<file path="src/rtl/pll_chan_pkg.sv">
package pll_chan_pkg;

  // Effective division ratio: a zero field selects the maximum, and the
  // fixed post-divider multiplies the result.
  function automatic logic [31:0] chan_ratio(input logic [31:0] div,
                                             input logic [31:0] div_max,
                                             input logic [31:0] fixed);
    logic [31:0] d;
    d = (div == 32'd0) ? div_max : div;
    return d * fixed;
  endfunction

endpackage

</file>
<file path="src/rtl/pll_chan_sync.sv">
module pll_chan_sync #(
  parameter int WIDTH  = 3,
  parameter int STAGES = 2
) (
  input  logic             clk,
  input  logic             rst_n,
  input  logic [WIDTH-1:0] d,
  output logic [WIDTH-1:0] q
);

  logic [WIDTH-1:0] stg [STAGES];

  always_ff @(posedge clk or negedge rst_n) begin
    if (!rst_n) begin
      for (int i = 0; i < STAGES; i++) stg[i] <= '0;
    end else begin
      stg[0] <= d;
      for (int i = 1; i < STAGES; i++) stg[i] <= stg[i-1];
    end
  end

  assign q = stg[STAGES-1];

endmodule

</file>
<file path="src/rtl/pll_chan_period.sv">
module pll_chan_period #(
  parameter int RW = 10
) (
  input  logic          clk,
  input  logic          rst_n,
  input  logic          run,
  input  logic [RW-1:0] ratio_next,
  output logic          pulse,
  output logic          wrap,
  output logic [RW-1:0] cnt,
  output logic [RW-1:0] ratio_q
);

  // The period ends in the cycle where the count reaches the ratio less one.
  assign wrap = run && (cnt == ratio_q - RW'(1));

  always_ff @(posedge clk or negedge rst_n) begin
    if (!rst_n) begin
      cnt     <= '0;
      ratio_q <= RW'(1);
      pulse   <= 1'b0;
    end else if (!run) begin
      cnt     <= '0;
      ratio_q <= ratio_next;
      pulse   <= 1'b0;
    end else if (wrap) begin
      cnt     <= '0;
      ratio_q <= ratio_next;
      pulse   <= 1'b1;
    end else begin
      cnt     <= cnt + RW'(1);
      pulse   <= 1'b0;
    end
  end

endmodule

</file>
<file path="src/rtl/pll_chan_div.sv">
module pll_chan_div #(
  parameter int DIV_W       = 8,
  parameter int FIXED_DIV   = 1,
  parameter int SYNC_STAGES = 2
) (
  input  logic             clk,
  input  logic             rst_n,
  input  logic             pll_locked,
  input  logic [DIV_W-1:0] div_val,
  input  logic             chan_disable,
  input  logic             chan_hold,
  output logic             clk_en,
  output logic             active
);

  import pll_chan_pkg::*;

  localparam int RW      = DIV_W + $clog2(FIXED_DIV + 1);
  localparam int DIV_MAX = (1 << DIV_W) - 1;

  logic [2:0]    ctl_s;
  logic          run;
  logic          wrap;
  logic          pulse;
  logic [RW-1:0] cnt;
  logic [RW-1:0] ratio_q;
  logic [RW-1:0] ratio_next;

  pll_chan_sync #(.WIDTH(3), .STAGES(SYNC_STAGES)) u_sync (
    .clk  (clk),
    .rst_n(rst_n),
    .d    ({pll_locked, chan_disable, chan_hold}),
    .q    (ctl_s)
  );

  // ctl_s[2] = locked, ctl_s[1] = disable, ctl_s[0] = hold
  assign run = ctl_s[2] && !ctl_s[1] && !ctl_s[0];

  assign ratio_next = RW'(chan_ratio(32'(div_val), 32'(DIV_MAX), 32'(FIXED_DIV)));

  pll_chan_period #(.RW(RW)) u_period (
    .clk       (clk),
    .rst_n     (rst_n),
    .run       (run),
    .ratio_next(ratio_next),
    .pulse     (pulse),
    .wrap      (wrap),
    .cnt       (cnt),
    .ratio_q   (ratio_q)
  );

  assign clk_en = pulse && run;
  assign active = run;

endmodule

</file>
<file path="config.mk">
export PLATFORM = sky130hd
export DESIGN_NAME = pll_chan_div
export DESIGN_NICKNAME = d
export VERILOG_FILES = /design/src/rtl/pll_chan_pkg.sv /design/src/rtl/pll_chan_sync.sv /design/src/rtl/pll_chan_period.sv /design/src/rtl/pll_chan_div.sv
export SDC_FILE = /design/constraint.sdc
export NUM_CORES = 1
export LEC_CHECK = 0
export ABC_AREA = 1
export CORE_ASPECT_RATIO = 1.25
export CORE_MARGIN = 1.5
export CORE_UTILIZATION = 50
export DETAILED_ROUTE_END_ITERATION = 10
export GPL_ROUTABILITY_DRIVEN = 0
export GPL_TIMING_DRIVEN = 0
export PLACE_DENSITY = 0.72
export SYNTH_ARGS = -nofsm -noshare
export SYNTH_HDL_FRONTEND = slang
export SYNTH_SLANG_ARGS = --single-unit
</file>
<file path="constraint.sdc">
create_clock -name clk -period 2 [get_ports clk]
set_clock_uncertainty 0.1 [all_clocks]
set_input_delay 0.4 -clock clk [delete_from_list [all_inputs] [get_ports clk]]
set_output_delay 0.4 -clock clk [all_outputs]
set_load 0.02 [all_outputs]
</file>
==> PnR_summary.wiki <==
{| class="wikitable"
! Metric !! Value
|-
| Status || complete, no violations
|-
| Number of global-route vias before repair || 1158
|-
| Count of final hold-check violations || 0
|-
| Final setup violating endpoints || 0
|-
| Sequential cell area fraction in the yosys report || 43.89%
|-
| Antenna diode count || 0
|-
| Horizontal die dimension || 49.84 microns
|-
| Via count of the routed design || 1227
|-
| Worst IR drop on VDD || 0.4232 mV
|-
| CTS H-Tree Depth || 1
|-
| Area of the die || 0.003068 sq mm
|-
| Clock transition at the registers of the reported paths || 0.13 ns
|-
| Type of element capturing the critical path || flop
|-
| Effective utilization at floorplan || 51.67%
|-
| Average wire length per cell after detail routing || 11.25 microns
|-
| Highest net fanout along the worst path || 5
|-
| Final count of pins violating max slew || 0
|-
| Period minus WS final || 1.992 ns
|-
| Post-synthesis net count || 207
|-
| Hold buffers post-CTS || 0
|-
| Count of mapped cells out of synthesis || 192
|-
| Power per unit of standard cell area || 590.3 mW/mm^2
|-
| Global-route wire length before repair || 4795 microns
|-
| TritonCTS clock tree || done
|-
| Number of buffers on the longest clock path || 2
|-
| Startpoint of the most critical hold path || u_sync.stg[5]
|-
| Iteration-0 DRC count of the detailed router || 16
|-
| Most area-hungry cell type in the Yosys netlist || sky130_fd_sc_hd__dfrtp_1
|-
| Count of different cell masters after synthesis || 23
|-
| Largest net degree at the start of global routing || 25
|-
| Type of the most critical hold path || reg2reg
|-
| Worst hold slack after final layout || 0.2634 ns
|-
| Leakage power || 0.8724 nW
|-
| Data required time of the worst path || 2.16 ns
|-
| Clock root buffer master || sky130_fd_sc_hd__clkbuf_4
|-
| Unrepaired setup endpoints after global routing || yes
|-
| Final Util || 66.15%
|-
| Mean Syn Cell Area || 7.142 sq um
|-
| Count of yosys warnings during synthesis || 0
|-
| CTS buffer count || 3
|-
| Count of buffers inserted at the top-level ports || 14
|-
| Post-route antenna net violation count || 0
|-
| Commonest cells after routing, fill and taps aside || sky130_fd_sc_hd__nand2_1, sky130_fd_sc_hd__inv_1, sky130_fd_sc_hd__dfrtp_1
|-
| Detailed-route vias per instance || 4.888
|-
| Slew HR || 31.59%
|-
| Ranking of synthesized cells by area || sky130_fd_sc_hd__dfrtp_1, sky130_fd_sc_hd__nand2_1, sky130_fd_sc_hd__inv_1, sky130_fd_sc_hd__nand3_1, sky130_fd_sc_hd__nor2_1
|-
| Layout net count || 233
|-
| Grt ovf || 0
|-
| Ratio of final minimum period to clock period || 99.58%
|-
| Skew-Pair Late Insertion Delay || 0.30 ns
|-
| Core area || 0.002654 sq mm
|-
| CP Data Arrival Time || 2.15 ns
|-
| DP Wirelength || 2043 microns
|-
| Crit Reg-Reg Startpoint || u_period.ratio_q[0]
|-
| Startpoint Class || flop
|-
| Global-route usage over all layers || 20.25%
|-
| Proportion of layout cells with a drive suffix above 1 || 18.43%
|-
| # Max-Cap Violations || 0
|-
| Area growth syn-to-layout || 28.01%
|-
| Max Fclk || 502.1 MHz
|-
| Wirelength, routed || 2823 microns
|-
| Cell area after technology mapping || 0.001371 sq mm
|-
| Start point of the critical path || u_period.ratio_q[0]
|-
| Fraction of post-synthesis cell area in the top cell type by area || 41.97%
|-
| Number of detailed-routing iterations run before antenna repair || 4
|-
| Number of register bits inferred by synthesis || 24
|-
| Most frequent standard cell in the layout excluding fill and tap cells || sky130_fd_sc_hd__nand2_1
|-
| I/O pin count || 15
|-
| Initial antenna violation count || 0
|-
| Worst slew pin tran || 1.023 ns
|-
| DRC Markers || 0
|-
| Clock Sinks || 24
|-
| Type of the worst setup path || reg2reg
|-
| Cell row count || 21
|-
| DIE HEIGHT || 61.55 microns
|}
state kept, by name, summed over array words and instances (netlist names):
signal            count
u_sync.stg            3
u_sync.q              3
u_period.pulse        1
u_period.cnt          9
u_period.ratio_q      8
routing by layer:
metal / wire [microns] / share of wire (%) / GRT usage, %
met4: 44 / 1.6 / 5.952
met3: 49 / 1.7 / 1.456
met1: 1201 / 43 / 24.57
met2: 1527 / 54 / 38.86
met5: 0 / 0 / 0
synth_stat cells:
library cell	number
sky130_fd_sc_hd__nand2_1	65
sky130_fd_sc_hd__inv_1	31
sky130_fd_sc_hd__dfrtp_1	23
sky130_fd_sc_hd__nor2_1	21
sky130_fd_sc_hd__nand3_1	18
sky130_fd_sc_hd__nor3_1	4
sky130_fd_sc_hd__o21ai_0	4
sky130_fd_sc_hd__xnor2_1	4
sky130_fd_sc_hd__xor2_1	4
sky130_fd_sc_hd__ha_1	2
sky130_fd_sc_hd__inv_2	2
sky130_fd_sc_hd__nand4_1	2
sky130_fd_sc_hd__nor2_2	2
sky130_fd_sc_hd__buf_2	1
sky130_fd_sc_hd__buf_4	1
sky130_fd_sc_hd__buf_6	1
sky130_fd_sc_hd__dfstp_2	1
sky130_fd_sc_hd__nand2_2	1
sky130_fd_sc_hd__nand2_4	1
sky130_fd_sc_hd__nand3_2	1
sky130_fd_sc_hd__nor3_2	1
sky130_fd_sc_hd__o21ai_1	1
sky130_fd_sc_hd__or2_0	1
area by class of cell:
type | instances | area, sq um
Buffer | 3 | 33.78
Clock buffer | 3 | 22.52
Clock inverter | 1 | 30.03
Fill cell | 233 | 898.4
Inverter | 33 | 126.4
Multi-Input combinational cell | 132 | 690.7
Sequential cell | 24 | 601.8
Tap cell | 34 | 42.54
Timing Repair Buffer | 21 | 207.7
power breakdown:
group | internal, mW | switching (mW)
Combinational | 0.0788 | 0.0886
Sequential | 0.506 | 0.0236
Clock | 0.202 | 0.137
repair_timing:
item,CTS,global route
resized for setup,15,18
setup endpoints to repair,20,19
setup buffers,4,1
pin swaps,5,1
cloned,1,1
critical path, stage by stage, from the launching register on:
cell and delay, ns:
sky130_fd_sc_hd__dfstp_2 0.58, sky130_fd_sc_hd__inv_4 0.05, sky130_fd_sc_hd__ha_4 0.26, sky130_fd_sc_hd__inv_2 0.02
sky130_fd_sc_hd__nand2_1 0.05, sky130_fd_sc_hd__nand2_1 0.04, sky130_fd_sc_hd__nor2_1 0.09, sky130_fd_sc_hd__nand3_1 0.11
sky130_fd_sc_hd__nor2_2 0.15, sky130_fd_sc_hd__nand3_4 0.13, sky130_fd_sc_hd__nand2_4 0.12, sky130_fd_sc_hd__buf_6 0.14
sky130_fd_sc_hd__nand2_2 0.05, sky130_fd_sc_hd__nand2_1 0.05
stage by stage:
| step | setup WS [ns] | instances | TNS (ns) | instance area, sq um | total power, mW |
|---|---|---|---|---|---|
| 2_1_floorplan | 0.08506 | 192 | 0 | 1371 | 0.6176 |
| 3_3_place_gp | -0.4344 | 240 | -1.369 | 1554 | 0.6680 |
| 3_5_place_dp | -0.4954 | 240 | -1.879 | 1554 | 0.6744 |
| 4_1_cts | 0.006497 | 249 | 0 | 1690 | 1.032 |
| 5_1_grt | -0.1049 | 251 | -1.417 | 1755 | 1.093 |
| 6_report | 0.008391 | 251 | 0 | 1755 | 1.036 |
final timing paths:
| path | end | slack (ns) | depth (start not counted) |
|---|---|---|---|
| hold / removal | u_sync.q[2] | 0.26 | 0 |
| min in group asynchronous | u_period.cnt[0] | 0.54 | 1 |
| setup / recovery | u_period.ratio_q[2] | 0.008 | 13 |
| setup reg to reg | u_period.ratio_q[2] | 0.008 | 13 |
| hold reg to reg | u_sync.q[2] | 0.26 | 0 |
| max in group asynchronous | u_period.ratio_q[4] | 0.65 | 1 |
kinds of logic (layout without fill, tap and decap cells):
| kind of cell | count (synthesis) | after routing | share of synthesized area [%] |
|---|---|---|---|
| compound gates | 5 | 5 | 1.825 |
| xor+xnor | 8 | 8 | 5.109 |
| fa+ha+maj | 2 | 2 | 1.825 |
| buf+inv | 36 | 61 | 10.77 |
| flops | 24 | 24 | 43.89 |
| simple gates | 117 | 117 | 36.59 |
Power figures use the tool's default switching activity.
